--- src/rtl/rwsf_pkg.sv ---
`timescale 1ns/1ps
// Shared types and constants for the window spill/fill sequencer.
// Assumes a 24-register window with 8 locals at 16..23 and 8 ins at 24..31.
package rwsf_pkg;
    typedef enum logic [1:0] {
        OP_SPILL = 2'd0,
        OP_FILL  = 2'd1,
        OP_FLUSH = 2'd2
    } rwsf_op_e;

    typedef enum logic [1:0] {
        ST_IDLE  = 2'd0,
        ST_SPGET = 2'd1,
        ST_MOVE  = 2'd2
    } rwsf_st_e;

    localparam int unsigned BEATS     = 8;   // register pairs per window
    localparam int unsigned PAIR_BASE = 16;  // first local register
    localparam int unsigned SP_REG    = 14;  // stack pointer register
endpackage

--- src/rtl/rwsf_mask.sv ---
`timescale 1ns/1ps
// Holds the invalid-window mask and computes its next value on commit.
// Assumes the mask stays one-hot; reports the index of the invalid window.
module rwsf_mask
    import rwsf_pkg::*;
#(
    parameter int unsigned NWIN    = 8,
    parameter int unsigned RST_INV = 1,
    localparam int unsigned WW     = (NWIN > 2) ? $clog2(NWIN) : 1
) (
    input  logic            clk,
    input  logic            rst_n,
    input  logic            commit,
    input  rwsf_op_e        cmt_op,
    input  logic [WW-1:0]   cmt_cwp,
    output logic [NWIN-1:0] mask_q,
    output logic [WW-1:0]   inv_idx
);
    logic [NWIN-1:0] rot_r, rot_l, fl_mask, mask_d;
    logic [WW-1:0]   cwp_p1;

    // Wrap-around rotations by one window in either direction.
    for (genvar i = 0; i < NWIN; i++) begin : g_rot
        assign rot_r[i] = mask_q[(i + 1) % NWIN];
        assign rot_l[i] = mask_q[(i + NWIN - 1) % NWIN];
    end

    // One-hot mask just above the current window, used after a flush.
    always_comb begin
        cwp_p1  = (cmt_cwp == WW'(NWIN - 1)) ? '0 : cmt_cwp + 1'b1;
        fl_mask = '0;
        fl_mask[cwp_p1] = 1'b1;
    end

    // Select the next mask from the operation being committed.
    always_comb begin
        unique case (cmt_op)
            OP_SPILL: mask_d = rot_r;
            OP_FILL:  mask_d = rot_l;
            default:  mask_d = fl_mask;
        endcase
    end

    // Mask register; changes only on commit.
    always_ff @(posedge clk) begin
        if (!rst_n) begin
            mask_q          <= '0;
            mask_q[RST_INV] <= 1'b1;
        end else if (commit) begin
            mask_q <= mask_d;
        end
    end

    // Encode the position of the invalid bit.
    always_comb begin
        inv_idx = '0;
        for (int i = 0; i < NWIN; i++) begin
            if (mask_q[i]) inv_idx = WW'(i);
        end
    end

    assert_mask_hold_R8: assert property (@(posedge clk) disable iff (!rst_n)
        !commit |=> $stable(mask_q));
    assert_mask_onehot_R4: assert property (@(posedge clk) disable iff (!rst_n)
        $onehot(mask_q));
endmodule

--- src/rtl/rwsf_beat.sv ---
`timescale 1ns/1ps
// Latches the stack pointer of the window being moved and forms the
// byte address and register pair of each beat. Assumes 8-byte beats.
module rwsf_beat
    import rwsf_pkg::*;
#(
    parameter int unsigned XLEN = 32,
    localparam int unsigned BW  = $clog2(BEATS)
) (
    input  logic            clk,
    input  logic            rst_n,
    input  logic            sp_load,
    input  logic [XLEN-1:0] sp_in,
    input  logic [BW-1:0]   beat,
    output logic [XLEN-1:0] addr,
    output logic [4:0]      pair_idx
);
    logic [XLEN-1:0] sp_q;

    // Capture the stack pointer during the read cycle.
    always_ff @(posedge clk) begin
        if (!rst_n)       sp_q <= '0;
        else if (sp_load) sp_q <= sp_in;
    end

    // Beat k sits at sp + 8k and carries registers 16+2k and 17+2k.
    always_comb begin
        addr     = sp_q + (XLEN'(beat) << 3);
        pair_idx = 5'(PAIR_BASE + 2 * int'(beat));
    end
endmodule

--- src/rtl/rwsf_ctrl.sv ---
`timescale 1ns/1ps
// Sequencer state machine: accepts a start, selects the target window,
// steps through the stack-pointer read and eight beats per window,
// and issues commit, done and fault. Assumes ack and err are exclusive.
module rwsf_ctrl
    import rwsf_pkg::*;
#(
    parameter int unsigned NWIN = 8,
    localparam int unsigned WW  = (NWIN > 2) ? $clog2(NWIN) : 1,
    localparam int unsigned BW  = $clog2(BEATS)
) (
    input  logic          clk,
    input  logic          rst_n,
    input  logic          start,
    input  logic [1:0]    op_in,
    input  logic [WW-1:0] cwp_in,
    input  logic [WW-1:0] inv_idx,
    input  logic          mem_ack,
    input  logic          mem_err,
    output logic          busy,
    output logic          sp_load,
    output logic          moving,
    output logic [BW-1:0] beat,
    output logic [WW-1:0] win,
    output rwsf_op_e      op_q,
    output logic          commit,
    output rwsf_op_e      cmt_op,
    output logic [WW-1:0] cmt_cwp,
    output logic          done,
    output logic          fault,
    output logic          rf_we
);
    rwsf_st_e      state;
    logic [BW-1:0] beat_q;
    logic [WW-1:0] win_q, left_q, cwp_q, fl_cnt;
    logic          done_q, fault_q, start_ok, last_beat, fin_ok;
    rwsf_op_e      op_new;

    // Add a distance to a window number, modulo the window count.
    function automatic logic [WW-1:0] wadd(input logic [WW-1:0] a, input int unsigned d);
        int unsigned s;
        s = (int'(a) + d) % NWIN;
        return WW'(s);
    endfunction

    // Decode start and the number of caller windows a flush must spill.
    always_comb begin
        op_new    = rwsf_op_e'(op_in);
        start_ok  = (state == ST_IDLE) && start && (op_in != 2'd3);
        fl_cnt    = WW'((int'(inv_idx) + NWIN - int'(cwp_in) - 1) % NWIN);
        last_beat = (beat_q == BW'(BEATS - 1));
        fin_ok    = (state == ST_MOVE) && mem_ack && !mem_err;
    end

    // Commit strobe and the operation/window it applies to.
    always_comb begin
        commit  = (start_ok && op_new == OP_FLUSH && fl_cnt == '0)
               || (fin_ok && last_beat && left_q == '0);
        cmt_op  = (state == ST_IDLE) ? op_new : op_q;
        cmt_cwp = (state == ST_IDLE) ? cwp_in : cwp_q;
    end

    // Main sequence: idle, stack-pointer read, beat transfers.
    always_ff @(posedge clk) begin
        if (!rst_n) begin
            state   <= ST_IDLE;
            beat_q  <= '0;
            win_q   <= '0;
            left_q  <= '0;
            cwp_q   <= '0;
            op_q    <= OP_SPILL;
            done_q  <= 1'b0;
            fault_q <= 1'b0;
        end else begin
            done_q  <= 1'b0;
            fault_q <= 1'b0;
            unique case (state)
                ST_IDLE: begin
                    if (start_ok) begin
                        op_q   <= op_new;
                        cwp_q  <= cwp_in;
                        beat_q <= '0;
                        left_q <= '0;
                        if (op_new == OP_SPILL) begin
                            win_q <= wadd(cwp_in, NWIN - 2);
                            state <= ST_SPGET;
                        end else if (op_new == OP_FILL) begin
                            win_q <= wadd(cwp_in, 1);
                            state <= ST_SPGET;
                        end else if (fl_cnt == '0) begin
                            done_q <= 1'b1;
                        end else begin
                            win_q  <= wadd(cwp_in, 1);
                            left_q <= fl_cnt - 1'b1;
                            state  <= ST_SPGET;
                        end
                    end
                end
                ST_SPGET: state <= ST_MOVE;
                ST_MOVE: begin
                    if (mem_err) begin
                        fault_q <= 1'b1;
                        state   <= ST_IDLE;
                    end else if (mem_ack) begin
                        beat_q <= beat_q + 1'b1;
                        if (last_beat) begin
                            if (left_q == '0) begin
                                done_q <= 1'b1;
                                state  <= ST_IDLE;
                            end else begin
                                left_q <= left_q - 1'b1;
                                win_q  <= wadd(win_q, 1);
                                state  <= ST_SPGET;
                            end
                        end
                    end
                end
                default: state <= ST_IDLE;
            endcase
        end
    end

    // Output decode.
    always_comb begin
        busy    = (state != ST_IDLE);
        sp_load = (state == ST_SPGET);
        moving  = (state == ST_MOVE);
        beat    = beat_q;
        win     = win_q;
        done    = done_q;
        fault   = fault_q;
        rf_we   = fin_ok && (op_q == OP_FILL);
    end

    assert_err_abort_R8: assert property (@(posedge clk) disable iff (!rst_n)
        (moving && mem_err) |=> (fault && !done && !busy));
    assert_done_cause_R7: assert property (@(posedge clk) disable iff (!rst_n)
        done |-> $past(start_ok || (moving && mem_ack)));
endmodule

--- src/rtl/rwsf_top.sv ---
`timescale 1ns/1ps
// Window spill/fill sequencer top: wires the controller, beat generator
// and mask holder to the register-file side port and the memory port.
// Assumes a combinational side-port read and a held request/response bus.
module rwsf_top
    import rwsf_pkg::*;
#(
    parameter int unsigned NWIN    = 8,
    parameter int unsigned XLEN    = 32,
    parameter int unsigned RST_INV = 1,
    localparam int unsigned WW     = (NWIN > 2) ? $clog2(NWIN) : 1,
    localparam int unsigned DW     = 2 * XLEN,
    localparam int unsigned BW     = $clog2(BEATS)
) (
    input  logic            clk,
    input  logic            rst_n,
    input  logic            trap_start,
    input  logic [1:0]      trap_op,
    input  logic [WW-1:0]   trap_cwp,
    output logic            trap_done,
    output logic            trap_fault,
    output logic            busy,
    output logic [NWIN-1:0] inv_mask,
    output logic [WW-1:0]   rf_win,
    output logic [4:0]      rf_idx,
    input  logic [DW-1:0]   rf_rdata,
    output logic            rf_we,
    output logic [DW-1:0]   rf_wdata,
    output logic            mem_req,
    output logic            mem_we,
    output logic [XLEN-1:0] mem_addr,
    output logic [DW-1:0]   mem_wdata,
    input  logic            mem_ack,
    input  logic            mem_err,
    input  logic [DW-1:0]   mem_rdata
);
    logic            sp_load, moving, commit;
    logic [BW-1:0]   beat;
    logic [WW-1:0]   win, cmt_cwp, inv_idx;
    logic [4:0]      pair_idx;
    logic [NWIN-1:0] mask_q;
    rwsf_op_e        op_q, cmt_op;

    rwsf_ctrl #(.NWIN(NWIN)) u_ctrl (
        .clk(clk), .rst_n(rst_n), .start(trap_start), .op_in(trap_op),
        .cwp_in(trap_cwp), .inv_idx(inv_idx), .mem_ack(mem_ack), .mem_err(mem_err),
        .busy(busy), .sp_load(sp_load), .moving(moving), .beat(beat), .win(win),
        .op_q(op_q), .commit(commit), .cmt_op(cmt_op), .cmt_cwp(cmt_cwp),
        .done(trap_done), .fault(trap_fault), .rf_we(rf_we)
    );

    rwsf_beat #(.XLEN(XLEN)) u_beat (
        .clk(clk), .rst_n(rst_n), .sp_load(sp_load),
        .sp_in(rf_rdata[DW-1 -: XLEN]), .beat(beat),
        .addr(mem_addr), .pair_idx(pair_idx)
    );

    rwsf_mask #(.NWIN(NWIN), .RST_INV(RST_INV)) u_mask (
        .clk(clk), .rst_n(rst_n), .commit(commit), .cmt_op(cmt_op),
        .cmt_cwp(cmt_cwp), .mask_q(mask_q), .inv_idx(inv_idx)
    );

    // Port routing: side port address, data paths and the masked trap view.
    always_comb begin
        rf_win    = win;
        rf_idx    = moving ? pair_idx : 5'(SP_REG);
        rf_wdata  = mem_rdata;
        mem_req   = moving;
        mem_we    = (op_q != OP_FILL);
        mem_wdata = rf_rdata;
        inv_mask  = busy ? '0 : mask_q;
    end

    assert_req_hold_R11: assert property (@(posedge clk) disable iff (!rst_n)
        (mem_req && !mem_ack && !mem_err) |=>
            (mem_req && $stable(mem_addr) && $stable(mem_we) && (!mem_we || $stable(mem_wdata))));
    assert_rf_write_R5: assert property (@(posedge clk) disable iff (!rst_n)
        rf_we |-> (mem_req && mem_ack && !mem_we));
    assert_done_fault_R7: assert property (@(posedge clk) disable iff (!rst_n)
        !(trap_done && trap_fault));
endmodule

--- config.mk ---
export PLATFORM = sky130hd
export DESIGN_NAME = rwsf_top
export DESIGN_NICKNAME = d
export VERILOG_FILES = /design/src/rtl/rwsf_pkg.sv /design/src/rtl/rwsf_mask.sv /design/src/rtl/rwsf_beat.sv /design/src/rtl/rwsf_ctrl.sv /design/src/rtl/rwsf_top.sv
export SDC_FILE = /design/constraint.sdc
export NUM_CORES = 1
export LEC_CHECK = 0
export ABC_CLOCK_PERIOD_IN_PS = 5700
export BUFFER_PORTS_ARGS = -buffer_cell sky130_fd_sc_hd__buf_2
export CORE_AREA = 2 2 126 128
export DETAILED_ROUTE_END_ITERATION = 16
export DIE_AREA = 0 0 128 130
export SLEW_MARGIN = 0
export SYNTH_ARGS = -nofsm -noshare
export SYNTH_HDL_FRONTEND = slang
export SYNTH_SLANG_ARGS = --single-unit
--- constraint.sdc ---
create_clock -name clk -period 5.7 [get_ports clk]
set_clock_uncertainty 0.1 [all_clocks]
set_input_delay 0.855 -clock clk [delete_from_list [all_inputs] [get_ports clk]]
set_output_delay 0.855 -clock clk [all_outputs]
set_load 0.005 [all_outputs]
# == Word level (Yosys, flattened, before mapping) ==
# Index checks and enable logic that the tools add are counted.
# totals
ff_bits,58
input_bits,138
output_inout_bits,182
# classes
n_addsub,12
order_cmp,2
n_eq_ne,18
mux,56
reduce_logical,25
# op_table
op,count
2-to-1 mux 3 bit,27
adder 32 x 6 -> 32 bit,1
one-hot mux 3 bit (2 select lines),3
2-to-1 mux 2 bit,8
one-hot mux 8 bit (2 select lines),1
"adder 3 x 1 -> 3 bit, second input constant",5
2-to-1 mux 1 bit,12
logical AND 1 bit,10
"subtractor 3 x 1 -> 3 bit, second input constant",3
"== test 2 x 1 -> 1 bit, second input constant",4
2-to-1 mux 8 bit,1
"!= test 2 bit, second input constant",4
AND reduction 4 bit,2
AND reduction 7 bit,1
"== test 3 bit, second input constant",2
zero test 2 bit,3
zero test 3 bit,2
"!= test 2 x 1 -> 1 bit, second input constant",3
one-hot mux 2 bit (3 select lines),1
AND reduction 6 bit,1
"adder 5 x 4 -> 5 bit, first input constant",1
2-to-1 mux 5 bit,1
"== test 2 bit, second input constant",2
"< comparator 3 x 4 -> 1 bit, second input constant",1
other kinds (12),14

# == Depth between registers and ports, before layout ==
# Gate-level depths: netlist of the first run.
# logic_depth
ltp_word,16
mapped_depth,15

# == By module ==
# Synthesis of the first run repeated with hierarchy kept, for this count alone.
# unflattened
cells_unflattened,536
hier_area_um2,4601.9
# by_module_without_submodules
module,instances,cells_each,area_per_inst_um2,seq_area_each_um2
rwsf_beat,1,196,1878.1,640.6
rwsf_ctrl,1,137,1136.1,360.3
rwsf_top,1,142,1048.5,0.0
rwsf_mask,1,61,539.3,160.2

# == Worst setup path after synthesis of the first run ==
# OpenSTA, ideal clock, no wires.
# synth_path
path_kind,input -> register
start,in trap_cwp[0]
end,reg u_mask.mask_q[6]
setup_ps,136
arrival_ps,2935
required_ps,5464
path_slack_ps,2530
path_stages,12
path_cell_list,inv_1 -> ha_1 -> fa_1 -> xnor2_1 -> xnor2_1 -> inv_1 -> ha_1 -> and4bb_2 -> a32o_1 -> clkbuf_1 -> o21ai_0 -> a31oi_1
# synth_between
elab_chain_cells,8
# synth_lines
item,line,text
from (decl),rwsf_top.sv:19,"input logic [WW-1:0] trap_cwp,"
2-to-1 mux 3 bit,rwsf_ctrl.sv:60,cmt_cwp = (state == ST_IDLE) ? cwp_in : cwp_q;
adder 3 x 1 -> 3 bit or == test 3 bit (tied branches),rwsf_mask.sv:30,cwp_p1 = (cmt_cwp == WW'(NWIN - 1)) ? '0 : cmt_cwp + 1'b1;
2-to-1 mux 3 bit,rwsf_mask.sv:30,
< comparator 3 x 4 -> 1 bit (not written as such) or greater-or-equal comparator 3 x 1 -> 1 bit (tied branches),rwsf_mask.sv:32,fl_mask[cwp_p1] = 1'b1;
logical AND 1 bit (not written as such),rwsf_mask.sv:32,
2-to-1 mux 1 bit (not written as such),rwsf_mask.sv:32,
demux 1 bit (select 3 bit),--,
one-hot mux 8 bit (2 select lines),rwsf_mask.sv:37,unique case (cmt_op)
to (signal assigned),rwsf_mask.sv:50,mask_q <= mask_d;
to (decl),rwsf_mask.sv:16,"output logic [NWIN-1:0] mask_q,"
# Parallel ways exist; a longest one is shown, timed or not.
# A chain may end at the register's enable or synchronous reset.

# == Worst setup path after layout of the first run ==
# layout_path
start,reg u_ctrl.beat_q[0] (netlist: u_ctrl.beat[0])
end,out mem_addr[31]
# layout_between
elab_chain_cells,1
# layout_lines
item,line,text
from (decl),rwsf_ctrl.sv:34,logic [BW-1:0] beat_q;
from (signal assigned),rwsf_ctrl.sv:105,beat_q <= beat_q + 1'b1;
adder 32 x 6 -> 32 bit,rwsf_beat.sv:28,addr = sp_q + (XLEN'(beat) << 3);
to (decl),rwsf_top.sv:31,"output logic [XLEN-1:0] mem_addr,"
# Every way passes these cells.

==> results of run 1 <==
## final cells by class
| class | instances | area, um^2 | share of cell area |
|---|---|---|---|
| multi-input cells | 345 | 2121 | 0.4682 |
| flip-flops and latches | 58 | 1161 | 0.2564 |
| inverters | 20 | 75.07 | 0.01657 |
| clock inverters | 3 | 40.04 | 0.008840 |
| clock buffers | 12 | 246.5 | 0.05442 |
| repair buffers | 128 | 645.6 | 0.1425 |
| well taps | 192 | 240.2 | 0.05304 |
## registers in the layout, summed over array words and instances (netlist names)
register       flops
u_ctrl.state       2
u_mask.mask_q      8
u_ctrl.cwp_q       3
u_ctrl.done        1
u_ctrl.left_q      3
u_ctrl.fault       1
u_ctrl.beat        3
u_ctrl.op_q        2
u_ctrl.win         3
u_beat.sp_q       32
## worst min-delay path, stage by stage, from the launching register on
cell and delay (ns):
dfxtp_1 0.30, nand2_1 0.05, a21oi_1 0.05
## power groups by stage
stage	combinational, mW	clock, mW	sequential, mW
global placement	0.188	0	0.455
finish	0.187	0.537	0.447
detailed placement	0.189	0	0.456
CTS	0.190	0.558	0.447
floorplan	0.190	0	0.448
global route	0.215	0.573	0.450
## stage by stage
| stage | setup WS [ns] | area (um^2) | hold WS (ns) |
|---|---|---|---|
| global placement | 2.290 | 4243 | 0.3412 |
| finish | 2.081 | 4529 | 0.3507 |
| global route | 1.879 | 4529 | 0.3840 |
| floorplan | 2.530 | 4451 | 0.3367 |
| detailed placement | 2.248 | 4243 | 0.3444 |
| CTS | 2.030 | 4529 | 0.3520 |
## cell families (layout without fill, tap and decap cells)
kind of cell | count (synthesis) | after routing | synth area share
flops | 58 | 58 | 0.2609
mux | 6 | 6 | 0.01378
xor+xnor | 30 | 30 | 0.05904
simple gates | 185 | 185 | 0.2075
buf+inv | 175 | 163 | 0.2631
fa+ha+maj | 15 | 15 | 0.04555
other cells | 1 | 1 | 0.0008426
compound gates | 108 | 108 | 0.1493
## layer usage
metal | track usage | wire, um
met5 | 0 | 0
met4 | 0.06529 | 259
met3 | 0.04182 | 708
met2 | 0.2252 | 5356
met1 | 0.1625 | 4890
## synth_stat cells, types with 3 or more instances
library cell  instances
a21oi_1              44
nand2b_1              8
a211o_1               3
and4_1                4
inv_1                18
dfxtp_1              58
mux2i_1               5
nand2_1              82
o211ai_1              3
nor3_1               13
a31oi_1              10
o21ai_0              21
nor2b_1               5
xnor2_1              12
ha_1                 13
buf_4               133
and2_1                9
buf_2                 6
nor4_1                5
nor2_1               22
nand3_1              13
a22oi_1               9
nand4_1               4
and3_1                3
xor2_1               18
clkbuf_1             15
## how the worst max path moves through the flow
stage / from / slack, ns / endpoint
after floorplan: trap_cwp[0] / 2.53 / u_mask.mask_q[6]
after global placement: trap_cwp[0] / 2.29 / u_mask.mask_q[1]
after detailed placement: trap_cwp[0] / 2.25 / u_mask.mask_q[1]
after CTS: u_ctrl.beat[0] / 2.03 / mem_addr[31]
after global routing: u_ctrl.beat[0] / 1.88 / mem_addr[31]
final: u_ctrl.beat[0] / 2.08 / mem_addr[31]
==> metrics.yaml, run 1 <==
status: "finished clean"
internal_power_mw: 0.8521
final_core_util: 0.2936
cts.reportedPaths.clkPinSlew_ns: 0.05
p_leak_nw: 2.008
ff2ff_setup_slack_ns: 2.55
p_switching_mw: 0.3184
drtIter0Drc: 191
drc_errors: 0
r2r-start: "u_mask.mask_q[2]"
grt_pass1_vias: 3427
die-area_mm2: 0.01664
drv_slew: 0
ys.flop_type: "dfxtp_1"
clockBufferDepth: 2
stdcell_count: 758
min_to: "u_beat.sp_q[0]"
clkPwrFrac: 0.458
grt_pass1_wl_um: 17730
synth_edf_count: 0
ios: 320
drv_cap: 0
yosysTopAreaCellShare: 0.2609
swShare: 0.2720
dp_cells: 743
syn_avg_cell_area_um2: 7.700
critPathTopFamily: "simple AND/OR/NAND/NOR gates"
n_fill_cell: 1672
setup_violations: 0
ant_nets: 0
vias: 3667
groute.usage.overall: 0.1364
slowest_delay_ns: 0.44
mostFrequentLayoutCell: "buf_2"
area_growth_pct: 1.771
synth_seq_cells: 58
wl_per_cell_um: 14.79
p_comb_frac: 0.160
cts_sinks: 58
r2r_end: "u_mask.mask_q[1]"
grt_max_degree: 46
port_buffers: 126
crit_fanout: 12
p_per_area_mw_per_mm2: 258.4
postCtsSetupBuffers: 0
routed_via_density: 4.838
finalSetupTns_ns: 0
cts_buffers: 9
synth_fp_nets: 731
yosysWarningCount: 0
worst_pin_slew_ns: 1.125
hold_depth: 2
htreeDepth: 3
cp_data_required_time_ns: 4.74
min_period_ns: 3.619
layout_common_cells: "buf_2, nand2_1, dfxtp_1, a21oi_1, nor2_1"
rsz0062_at_grt: "no"
die_height_um: 130
syn_area_mm2: 0.004451
layout-drive-gt1-share: 0.2721
min_from: "u_beat.sp_q[0]"
max_slew_margin: 0.2483
coreArea_mm2: 0.01542
arrival_ns: 2.66
drt-total-wl_um: 11210
crit_cells: 8
dr.pass1.iters: 4
antenna_found_initial: 0
hold_viol: 0
hpwl_um: 8271
crit_path_start_kind: "flop"
crit_chain: "ha_1, inv_1, fa_1, nor2b_1, o21bai_1, nor4_1, xor2_1, buf_2"
clock.fmax_mhz: 276.3
syn_inst: 578
ys_top_cells_by_area: "dfxtp_1, buf_4, nand2_1"
post_cts_resized: 0
clock_latency_ns: 0.33
hold_path.class: "flop to flop"
cts-root-buf: "clkbuf_16"
nNetsFinal: 715
n_antenna_cell: 0
async_flop_share: 0
gp_congestion: 0.8305
die_w_um: 128
ir_drop_uv: 116.5
yosysUniqueCellTypes: 57
gr-total-overflow: 0
cp_num_buf_inv: 2
critPathKind: "flop to output port"
reg2regPathDepth: 14
seq_area_frac_synth: 0.2609
synth_area_leader_cell: "dfxtp_1"
cpMaxStageDelayCell: "nor4_1"
hold_buffers: 0
cts_tree: "done"
finalPower_mw: 1.170
placementRows: 46
finalCritPeriodShare: 0.6349
initial_utilization: 0.2885
p_seq_frac: 0.382
endpoint_kind: "output port"
No activity file was read; power rests on OpenSTA's default activity.
==> inputs of run 2 (changes only) <==
ABC_CLOCK_PERIOD_IN_PS = 3100   (was 5700)
CORE_AREA = 2 2 125 127   (was 2 2 126 128)
DIE_AREA = 0 0 127 129   (was 0 0 128 130)
clock period = 3.1 ns   (was 5.7 ns; I/O delays follow)
==> metrics.yaml, run 2 (synthesis gave the netlist of run 1 again) <==
min_period_ns: 2.895
dr.pass1.iters: 4  # unchanged
grt_pass1_vias: 3386  # was 3427
clock.fmax_mhz: 345.4
htreeDepth: 3  # unchanged
finalCritPeriodShare: 0.9339
dpl_worst_slack_ns: 0.05317  # was 2.248 ns
setup_violations: 0  # unchanged
drv_cap: 0  # unchanged
gr-total-overflow: 0  # unchanged
grt_pass1_wl_um: 17400  # was 17730 um
finalPower_mw: 2.202  # was 1.170 mW
gp_congestion: 0.8804  # was 0.8305
wl_per_cell_um: 14.35  # was 14.79 um
placedInstanceArea_mm2: 0.004298  # was 0.004243 mm^2
max_slew_margin: 0.6194  # was 0.2483
largestRegisters: "u_beat.sp_q x32, u_mask.mask_q x8"  # unchanged
hold_viol: 0  # unchanged
crit_fanout: 12  # unchanged
regMostFlops: "u_beat.sp_q"  # unchanged
crit_path_start_kind: "flop"  # unchanged
drv_slew: 0  # unchanged
die_height_um: 129  # was 130 um
ir_drop_uv: 304.8  # was 116.5 uV
final_core_util: 0.3108  # was 0.2936
cts.reportedPaths.clkPinSlew_ns: 0.05  # about the same
initial_utilization: 0.2972  # was 0.2885
hold_path.class: "input port to flop"  # was flop to flop
grt_max_degree: 35  # was 46
hold_buffers: 0  # unchanged
gr-usage-met1: 0.1676  # was 0.1625
layout_common_cells: "buf_2, nand2_1, dfxtp_1, a21oi_1, nor2_1"  # unchanged
setup_ws_ns: 0.2049  # was 2.081 ns
status: "finished clean"  # unchanged
grt_use_met2: 0.2135  # was 0.2252
nNetsFinal: 723  # was 715
ant_nets: 0  # unchanged
arrival_ns: 2.33  # was 2.66 ns
cts_tree: "done"  # unchanged
largest_reg_flops: 32  # unchanged
die_w_um: 127  # was 128 um
worst_pin_slew_ns: 0.5701  # was 1.125 ns
ios: 320  # unchanged
drt-total-wl_um: 10950  # was 11210 um
cts_buffers: 9  # unchanged
mostFrequentLayoutCell: "buf_2"  # unchanged
gr-usage-met3: 0.04657  # was 0.04182
n_antenna_cell: 0  # unchanged
cp_data_required_time_ns: 2.53  # was 4.74 ns
p_leak_nw: 2.043  # was 2.008 nW
placementRows: 45  # was 46
cts_sinks: 58  # unchanged
drtIter0Drc: 161  # was 191
area_growth_pct: 4.582  # was 1.771%
vias: 3733  # was 3667
critPathKind: "flop to output port"  # unchanged
port_buffers: 126  # unchanged
grt.busiest_layer: "met2"  # unchanged
clockBufferDepth: 2  # unchanged
cts-root-buf: "clkbuf_16"  # unchanged
ff2ff_setup_slack_ns: 0.24  # was 2.55 ns
hpwl_um: 8141  # was 8271 um
drc_errors: 0  # unchanged
coreArea_mm2: 0.01498  # was 0.01542 mm^2
groute.usage.overall: 0.1342  # was 0.1364
fin_area_mm2: 0.004654  # was 0.004529 mm^2
routed_via_density: 4.893  # was 4.838
clock_latency_ns: 0.34  # was 0.33 ns
p_per_area_mw_per_mm2: 473.0  # was 258.4 mW/mm^2
antenna_found_initial: 0  # unchanged
endpoint_kind: "output port"  # unchanged
layout-drive-gt1-share: 0.3043  # was 0.2721
die-area_mm2: 0.01638  # was 0.01664 mm^2
[run 2: worst paths after layout]
kind	start	endpoint	cells past startpoint
worst max-delay path	u_ctrl.beat[0]	mem_addr[31]	8
worst min-delay path	rf_rdata[35]	u_beat.sp_q[3]	3
worst max register to register	u_mask.mask_q[1]	u_mask.mask_q[1]	14
worst min register to register	u_beat.sp_q[2]	u_beat.sp_q[2]	2
[run 2: layout make-up]
class,instances,area (um^2)
clock buffer,10,239.0
fill,1617,10320
inverter,20,75.07
tap,188,235.2
sequential,58,1161
clock inverter,6,66.31
multi-input combinational,345,2172
timing repair buffer,136,705.7
[run 2: layer usage]
layer  vias to the layer above  routed length, um
met1                      1716               4831
met2                       181               5011
met3                        26                905
met4                         0                204
met5                         -                  0
li1                       1810                  -
[run 2: report_power, final]
group	switching (mW)	internal, mW
Clock	0.378	0.643
Sequential	0.0385	0.782
Combinational	0.201	0.160
Total	0.617	1.58
[run 2: repair_timing]
item / CTS / global route
resized for setup: 1 / 12
endpoints found under the setup margin: 4 / 19
pin swaps: 0 / 1
cloned: 0 / 0
buffers inserted: 0 / 0
[run 2: worst max-delay path: stages, from the launching register on]
cell and delay (ns):
dfxtp_1 0.38, ha_1 0.20, inv_1 0.06, fa_1 0.41
nor2b_2 0.20, o21bai_4 0.16, nor4_2 0.27, xor2_1 0.18
buf_2 0.14
[run 2: through the flow]
step	std cells	hold slack (ns)	setup TNS, ns
4_1_cts	763	0.2562	0
3_5_place_dp	747	0.3503	0
6_report	763	0.2711	0
2_1_floorplan	578	0.3367	0
3_3_place_gp	747	0.3443	0
5_1_grt	763	0.2728	-0.008915
